===== src/rtl/ddr2rd_pkg.sv =====
package ddr2rd_pkg;

    // command pin order {cs_n, ras_n, cas_n, we_n}
    typedef enum logic [3:0] {
        CMD_NOP = 4'b0111,
        CMD_RD  = 4'b0101,
        CMD_WR  = 4'b0100
    } cmd_e;

    localparam int COL_W = 10;

    typedef struct packed {
        logic             wr;
        logic [2:0]       bank;
        logic [COL_W-1:0] col;
        logic             ap;
    } colreq_t;

    function automatic int unsigned at_least_one(input int value);
        return (value < 1) ? 1 : value;
    endfunction

endpackage


===== src/rtl/ddr2rd_bank_tracker.sv =====
module ddr2rd_bank_tracker #(
    parameter int NUM_BANKS = 8,
    parameter int EARLY     = 2,
    localparam int BANK_W   = $clog2(NUM_BANKS),
    localparam int CW       = $clog2(EARLY + 1)
) (
    input  logic                 clk,
    input  logic                 rst,
    input  logic                 act_valid,
    input  logic [BANK_W-1:0]    act_bank,
    input  logic                 iss_valid,
    input  logic [BANK_W-1:0]    iss_bank,
    input  logic                 iss_ap,
    output logic [NUM_BANKS-1:0] open_mask,
    output logic [NUM_BANKS-1:0] rcd_ok
);
    localparam logic [CW-1:0] LOAD = CW'(EARLY - 1);

    for (genvar b = 0; b < NUM_BANKS; b++) begin : g_bank
        logic          open_q;
        logic [CW-1:0] wait_q;
        logic          act_hit, close_hit;

        assign act_hit   = act_valid && (act_bank == BANK_W'(b));
        assign close_hit = iss_valid && iss_ap && (iss_bank == BANK_W'(b));

        always_ff @(posedge clk) begin
            if (rst) begin
                open_q <= 1'b0;
                wait_q <= '0;
            end else if (act_hit) begin
                open_q <= 1'b1;
                wait_q <= LOAD;
            end else begin
                if (close_hit) open_q <= 1'b0;
                if (wait_q != '0) wait_q <= wait_q - 1'b1;
            end
        end

        assign open_mask[b] = open_q;
        assign rcd_ok[b]    = (wait_q == '0);
    end

endmodule


===== src/rtl/ddr2rd_spacing_timer.sv =====
module ddr2rd_spacing_timer #(
    parameter int BL = 8,
    localparam int HALF  = BL / 2,
    localparam int SHORT = 2,
    localparam int RTW   = HALF + 3,
    localparam int CW    = $clog2(RTW + 1)
) (
    input  logic clk,
    input  logic rst,
    input  logic iss_valid,
    input  logic iss_wr,
    input  logic iss_ap,
    output logic rd_ok,
    output logic wr_ok
);
    localparam logic [CW-1:0] HALF_M1  = CW'(HALF - 1);
    localparam logic [CW-1:0] SHORT_M1 = CW'(SHORT - 1);
    localparam logic [CW-1:0] RTW_M1   = CW'(RTW - 1);

    logic [CW-1:0] ccd_q;
    logic [CW-1:0] rtw_q;
    logic [CW-1:0] ccd_load;

    // a read left open may be cut at its 4-beat point by the next read
    always_comb begin
        if (iss_wr || iss_ap) ccd_load = HALF_M1;
        else                  ccd_load = SHORT_M1;
    end

    always_ff @(posedge clk) begin
        if (rst) begin
            ccd_q <= '0;
            rtw_q <= '0;
        end else begin
            if (iss_valid)          ccd_q <= ccd_load;
            else if (ccd_q != '0)   ccd_q <= ccd_q - 1'b1;

            if (iss_valid && !iss_wr) rtw_q <= RTW_M1;
            else if (rtw_q != '0)     rtw_q <= rtw_q - 1'b1;
        end
    end

    assign rd_ok = (ccd_q == '0);
    assign wr_ok = (ccd_q == '0) && (rtw_q == '0);

endmodule


===== src/rtl/ddr2rd_cmd_encoder.sv =====
module ddr2rd_cmd_encoder
    import ddr2rd_pkg::*;
#(
    parameter int ADDR_W = 14,
    parameter int BANK_W = 3
) (
    input  logic              clk,
    input  logic              rst,
    input  logic              issue,
    input  colreq_t           req,
    output logic              cs_n,
    output logic              ras_n,
    output logic              cas_n,
    output logic              we_n,
    output logic [BANK_W-1:0] ba,
    output logic [ADDR_W-1:0] addr
);
    cmd_e              cmd_q;
    logic [BANK_W-1:0] ba_q;
    logic [ADDR_W-1:0] addr_q;

    always_ff @(posedge clk) begin
        if (rst) begin
            cmd_q  <= CMD_NOP;
            ba_q   <= '0;
            addr_q <= '0;
        end else if (issue) begin
            cmd_q  <= req.wr ? CMD_WR : CMD_RD;
            ba_q   <= BANK_W'(req.bank);
            addr_q <= {{(ADDR_W-COL_W-1){1'b0}}, req.ap, req.col};
        end else begin
            cmd_q  <= CMD_NOP;
        end
    end

    assign {cs_n, ras_n, cas_n, we_n} = cmd_q;
    assign ba   = ba_q;
    assign addr = addr_q;

endmodule


===== src/rtl/ddr2_read_issuer.sv =====
module ddr2_read_issuer
    import ddr2rd_pkg::*;
#(
    parameter int NUM_BANKS = 8,
    parameter int ADDR_W    = 14,
    parameter int BL        = 8,
    parameter int AL        = 3,
    parameter int TRCD      = 5,
    localparam int BANK_W   = $clog2(NUM_BANKS),
    localparam int EARLY    = at_least_one(TRCD - AL)
) (
    input  logic              clk,
    input  logic              rst,
    input  logic              act_valid,
    input  logic [BANK_W-1:0] act_bank,
    input  logic              req_valid,
    input  logic              req_write,
    input  logic [BANK_W-1:0] req_bank,
    input  logic [COL_W-1:0]  req_col,
    input  logic              req_ap,
    output logic              req_ready,
    output logic              req_reject,
    output logic              cs_n,
    output logic              ras_n,
    output logic              cas_n,
    output logic              we_n,
    output logic [BANK_W-1:0] ba,
    output logic [ADDR_W-1:0] addr
);
    logic [NUM_BANKS-1:0] open_mask;
    logic [NUM_BANKS-1:0] rcd_ok;
    logic                 rd_ok, wr_ok;
    logic                 bank_open, time_ok, issue;
    colreq_t              req;

    assign bank_open  = open_mask[req_bank];
    assign time_ok    = rcd_ok[req_bank] && (req_write ? wr_ok : rd_ok);
    assign req_ready  = !bank_open || time_ok;
    assign req_reject = req_valid && !bank_open;
    assign issue      = req_valid && bank_open && time_ok;

    always_comb begin
        req      = '0;
        req.wr   = req_write;
        req.bank = 3'(req_bank);
        req.col  = req_col;
        req.ap   = req_ap;
    end

    ddr2rd_bank_tracker #(.NUM_BANKS(NUM_BANKS), .EARLY(EARLY)) u_banks (
        .clk       (clk),
        .rst       (rst),
        .act_valid (act_valid),
        .act_bank  (act_bank),
        .iss_valid (issue),
        .iss_bank  (req_bank),
        .iss_ap    (req_ap),
        .open_mask (open_mask),
        .rcd_ok    (rcd_ok)
    );

    ddr2rd_spacing_timer #(.BL(BL)) u_timer (
        .clk       (clk),
        .rst       (rst),
        .iss_valid (issue),
        .iss_wr    (req_write),
        .iss_ap    (req_ap),
        .rd_ok     (rd_ok),
        .wr_ok     (wr_ok)
    );

    ddr2rd_cmd_encoder #(.ADDR_W(ADDR_W), .BANK_W(BANK_W)) u_enc (
        .clk   (clk),
        .rst   (rst),
        .issue (issue),
        .req   (req),
        .cs_n  (cs_n),
        .ras_n (ras_n),
        .cas_n (cas_n),
        .we_n  (we_n),
        .ba    (ba),
        .addr  (addr)
    );

endmodule


===== config.mk =====
export PLATFORM = sky130hd
export DESIGN_NAME = ddr2_read_issuer
export DESIGN_NICKNAME = d
export VERILOG_FILES = /design/src/rtl/ddr2rd_pkg.sv /design/src/rtl/ddr2rd_bank_tracker.sv /design/src/rtl/ddr2rd_spacing_timer.sv /design/src/rtl/ddr2rd_cmd_encoder.sv /design/src/rtl/ddr2_read_issuer.sv
export SDC_FILE = /design/constraint.sdc
export NUM_CORES = 1
export LEC_CHECK = 0
export CAP_MARGIN = 20
export CORE_AREA = 2 2 72 92
export DETAILED_ROUTE_END_ITERATION = 10
export DIE_AREA = 0 0 74 94
export PLACE_DENSITY = 0.68
export SYNTH_ARGS = -nofsm -noshare
export SYNTH_HDL_FRONTEND = slang
export SYNTH_SLANG_ARGS = --single-unit

===== constraint.sdc =====
create_clock -name clk -period 5 [get_ports clk]
set_input_delay 0.5 -clock clk [delete_from_list [all_inputs] [get_ports clk]]
set_output_delay 0.5 -clock clk [all_outputs]
set_load 0.005 [all_outputs]

# After elaboration in Yosys (flattened, before gate mapping)
# Index checks and enable logic that the tools add are counted.
# Widths: inputs -> output; s select.
dict set report word_totals {
  inputBits 22
  latch_bits 0
  out_inout_bits 23
  ram_bits 0
  wordCells 176
  ff_bits 48
  n_memories 0
  rom_bits 0
}
dict set report op_classes {
  n_lt_le_gt_ge 1
  n_bitwise 1
  n_mux 43
  reduce_logical 77
  n_mul 0
  eq_ne 14
  n_div 0
  addsub 10
  shift 0
}
# cell n
set op_table {}
lappend op_table {{$reduce_bool 2->1} 26}
lappend op_table {{$mux 1} 36}
lappend op_table {{$eq 3x3->1 const B} 8}
lappend op_table {{$logic_and 1x1->1} 23}
lappend op_table {{$reduce_or 2->1} 10}
lappend op_table {{$logic_not 2->1} 8}
lappend op_table {{$sub 2x1->2 const B} 8}
lappend op_table {{$eq 3x2->1 const B} 4}
lappend op_table {{$logic_not 3->1} 4}
lappend op_table {{$mux 3} 4}
lappend op_table {{$bmux 1 s3} 2}
lappend op_table {{$eq 3x1->1 const B} 2}
lappend op_table {{$reduce_bool 3->1} 2}
lappend op_table {{$sub 3x1->3 const B} 2}
lappend op_table {{$lt 3x4->1 const B} 1}
lappend op_table {{$logic_not 1->1} 2}
lappend op_table {{$logic_or 1x1->1} 2}
lappend op_table {{$mux 2} 1}
lappend op_table {{$not 1->1} 1}

# Longest topological paths before layout
dict set report logic_depth {
  word_depth 9
  ltp_mapped 9
  mapped_depth_nobuf 7
}

# Modules after synthesis
# From an unflattened synthesis, not the netlist that was laid out.
dict set report hier_totals {
  hier_cells 243
  hier_area_um2 2275.9
}
# mod instances seq_area_each_um2 area_each_um2 cells_each
set modules_own_cells {}
lappend modules_own_cells {ddr2rd_bank_tracker 1 480.5 1158.6 132}
lappend modules_own_cells {ddr2rd_cmd_encoder 1 320.3 609.3 56}
lappend modules_own_cells {ddr2rd_spacing_timer 1 120.1 317.8 35}
lappend modules_own_cells {ddr2_read_issuer 1 0.0 190.2 20}

# Least setup slack after synthesis
# Ideal clock, no wire load.
dict set report synth_path {
  kind {input to output}
  from {input port req_bank[1]}
  to {output port req_ready}
  n_path_buf 1
  path_slack_ps 2888
  arrival_time_ps 1612
  required_ps 4500
  path_stages 5
  path_cell_list {buf_4 > mux2i_1 > a22o_1 > a2111oi_4 > nand2b_1}
}
dict set report synth_via {
  elab_chain_len 4
  word_cells_on_any_way 7
  cone_classes {mux (4); reduce/logical (3)}
}
# item line_no
set synth_rtl {}
lappend synth_rtl {{start: declaration} ddr2_read_issuer.sv:18} ;# input logic [BANK_W-1:0] req_bank,
lappend synth_rtl {{$bmux 1 s3, on equally long branches} {ddr2_read_issuer.sv:36, ddr2_read_issuer.sv:37}}
lappend synth_rtl {{$mux 1, on equally long branches} {ddr2_read_issuer.sv:36, ddr2_read_issuer.sv:37}}
lappend synth_rtl {{$logic_not 1->1 / $logic_and 1x1->1 (equally long branches)} {ddr2_read_issuer.sv:38, ddr2_read_issuer.sv:37}}
lappend synth_rtl {{$logic_or 1x1->1 (*)} ddr2_read_issuer.sv:38} ;# assign req_ready = !bank_open || time_ok;
lappend synth_rtl {{end: declaration} ddr2_read_issuer.sv:21} ;# output logic req_ready,
# Every way passes the cells marked *; elsewhere a longest branch is shown, timed or not. The select of a mux whose other input is x is not followed.

# Worst setup path in the final report
# Same ends and word-level chain as after synthesis.

==> results.json <==
{
  "syn_area_sq_um": 2370,
  "drive_gt1_share_pct": 3.29,
  "num-fill-cells": 606,
  "syn_to_final_growth_pct": 20.8,
  "ios": 45,
  "drt_iter0_drc": 86,
  "vias": 1964,
  "worstPathArrival_ns": 3.22,
  "ys_seq_elements": 46,
  "hold_start": "u_enc.addr[7]$_SDFFE_PP0N_",
  "yosysWarnings": 0,
  "clockRootBuffer": "clkbuf_8",
  "hold_depth": 2,
  "die_w_um": 74,
  "cts_inserted_buffers": 5,
  "n_antenna_cell": 0,
  "routabilityCongestion": 0.782,
  "rows": 32,
  "port_buffers": 39,
  "status": "completed",
  "cp_max_fo": 11,
  "drc_errors": 0,
  "dp.cells": 382,
  "antenna_found_initial": 0,
  "yosysUniqueCellTypes": 35,
  "ys_top_cells_by_area": "dfxtp_1 39%, ha_1 6.3%, nand4b_1 5.2%",
  "hpwl_um": 3740,
  "period_minus_slack_ns": 3.72,
  "htreeDepth": 2,
  "rsz0062_at_grt": "false",
  "insertion_delay_ns": 0.31,
  "grt_max_degree": 62,
  "fin_worst_skew_ns": 0.00948,
  "grt_pass1_vias": 1905,
  "cts_setup_buffers": 0,
  "final_cell_area_sq_um": 2860,
  "reg2reg_from": "u_timer.ccd_q[0]$_SDFFE_PP0P_",
  "hold_path_end": "u_enc.addr[7]$_SDFFE_PP0N_",
  "total_leakage_power_nw": 1.10,
  "startpoint_type": "primary input",
  "ant_nets": 0,
  "synth_area_leader_cell": "dfxtp_1",
  "fmax_mhz": 268,
  "ys.flop_type": "dfxtp_1",
  "core_area_sq_um": 6050,
  "cts_num_sinks": 46,
  "start_util_pct": 39.2,
  "period_share_pct": 74.5,
  "ys_seq_area_share_pct": 38.9,
  "timing_hold_violations_final": 0,
  "cap_violations": 0,
  "layout_setup_ws_ns": 1.28,
  "detail_route.vias_per_cell": 5.05,
  "cts-resized-gates": 0,
  "post_drt_wl_per_cell_um": 13.2,
  "synth_edf_count": 0,
  "final_cells": 389,
  "die_h_um": 94,
  "yosys-top-cells-count": "46 x dfxtp_1, 22 x inv_1, 21 x nor2_1",
  "p_per_area_nw_per_um2": 453,
  "ff2ff_path_depth": 7,
  "place_ws_ns": 1.30,
  "async_reset_ff_share_pct": 0,
  "setup_viol": 0,
  "clkSlewWorstSetupHoldPaths_ns": 0.08,
  "critical_path_class": "in2out",
  "grt_pass1_wl_um": 8670,
  "worst_slew_pin_slew_ns": 0.929,
  "die-area_sq_um": 6960,
  "hold_buffers": 0,
  "peakVddDrop_uv": 240,
  "cts.path.max_buffers": 2,
  "dpl-instance-area_sq_um": 2780,
  "drtPass1Iterations": 4,
  "relSlewSlack_pct": 38.1,
  "grtUsageTotal_pct": 16.1,
  "syn_area_per_cell_sq_um": 8.68,
  "fin_tns_setup_ns": 0,
  "fin_nets": 338,
  "cp-end-kind": "primary output",
  "r2r_end": "u_banks.g_bank[2].open_q$_SDFFE_PP0P_",
  "cp.required_ns": 4.50,
  "finalMaxSlewViolations": 0,
  "netlist_instances": 273,
  "totalWireLength_um": 5130,
  "startpoint": "req_bank[1]",
  "r2r_setup_slack_ns": 2.02,
  "tritoncts": "built",
  "hp-class": "reg2reg",
  "yosysTopAreaCellShare_pct": 38.9,
  "gr-total-overflow": 0,
  "yosysMostFrequentCell": "dfxtp_1"
}
## power by group
part	switching (W)	internal [W]
clock	0.000123	0.0000959
sequential	0.0000448	0.000456
combinational	0.000311	0.000266
total	0.000479	0.000818
## cells in the final DEF (no fill, tap or decap), drive strengths merged, types with 2 or more instances in the layout
cell and instances:
dfxtp 46, clkdlybuf4s50 39, inv 22, nor2 21, a21oi 20, nand2b 19, o21ai 15, nand4b 14
nor3 12, ha 12, mux2i 10, nand2 8, o21bai 8, a41oi 8, xor2 8, nor2b 7
clkbuf 6, conb 5, and2 4, nand3 4, o2bb2ai 2, buf 2
## flip-flops by register name, indices dropped and copies added, names as in the netlist
register / cells
u_enc.cmd_q: 2
u_enc.addr: 11
u_banks.g_bank.wait_q: 16
u_timer.rtw_q: 3
u_enc.ba: 3
u_timer.ccd_q: 3
u_banks.g_bank.open_q: 8
## per-stage QoR
step                util [%]  hold WS [ns]  total power [W]
finish                  47.3         0.469          0.00130
global route            47.3         0.501          0.00141
CTS                     47.3         0.476          0.00131
detailed placement      46.0         0.460          0.00109
global placement        46.0         0.453          0.00107
floorplan                  -         0.459         0.000944
## cells by family (layout without fill, tap and decap cells)
kind of cell / count (synthesis) / in the layout / synth area share, %
other: 2 / 5 / 0.317
buffers and inverters: 42 / 70 / 8.19
multiplexers: 10 / 10 / 4.23
XOR/XNOR: 9 / 9 / 3.33
AND/OR/NAND/NOR: 94 / 94 / 22.6
flip-flops: 46 / 46 / 38.9
AO/OA/AOI/OAI: 58 / 58 / 16.2
adder cells (fa/ha/maj): 12 / 12 / 6.34
## layer usage
metal	track usage (%)	part of all wire [%]	vias up
li1	-	-	993
met1	19.0	45	915
met2	27.8	48	48
met3	4.08	5.4	8
met4	5.61	1.8	0
met5	0	0	-
## worst max-delay path, stage by stage
cell and delay, ns:
clkdlybuf4s50_1 0.82, mux2i_1 0.15, a22o_1 0.28, a2111oi_4 0.61, buf_4 0.27, nand2b_1 0.10, clkdlybuf4s50_1 0.49
## cell type report
type | count | area, sq um | share of cell area, %
Multi-Input combinational cell | 188 | 1260 | 44.2
Sequential cell | 46 | 921 | 32.2
Timing Repair Buffer | 41 | 405 | 14.2
Tap cell | 85 | 106 | 3.72
Inverter | 22 | 82.6 | 2.89
Clock buffer | 6 | 72.6 | 2.54
Clock inverter | 1 | 7.51 | 0.262
## worst max-delay path by stage
stage                      endpoint  slack (ns)  cells past startpoint
after floorplan           req_ready        2.89                      5
after global routing      req_ready        1.13                      7
final                     req_ready        1.28                      7
after global placement    req_ready        1.37                      7
after CTS                 req_ready        1.29                      7
after detailed placement  req_ready        1.30                      7
(Power assumes the default switching activity.)
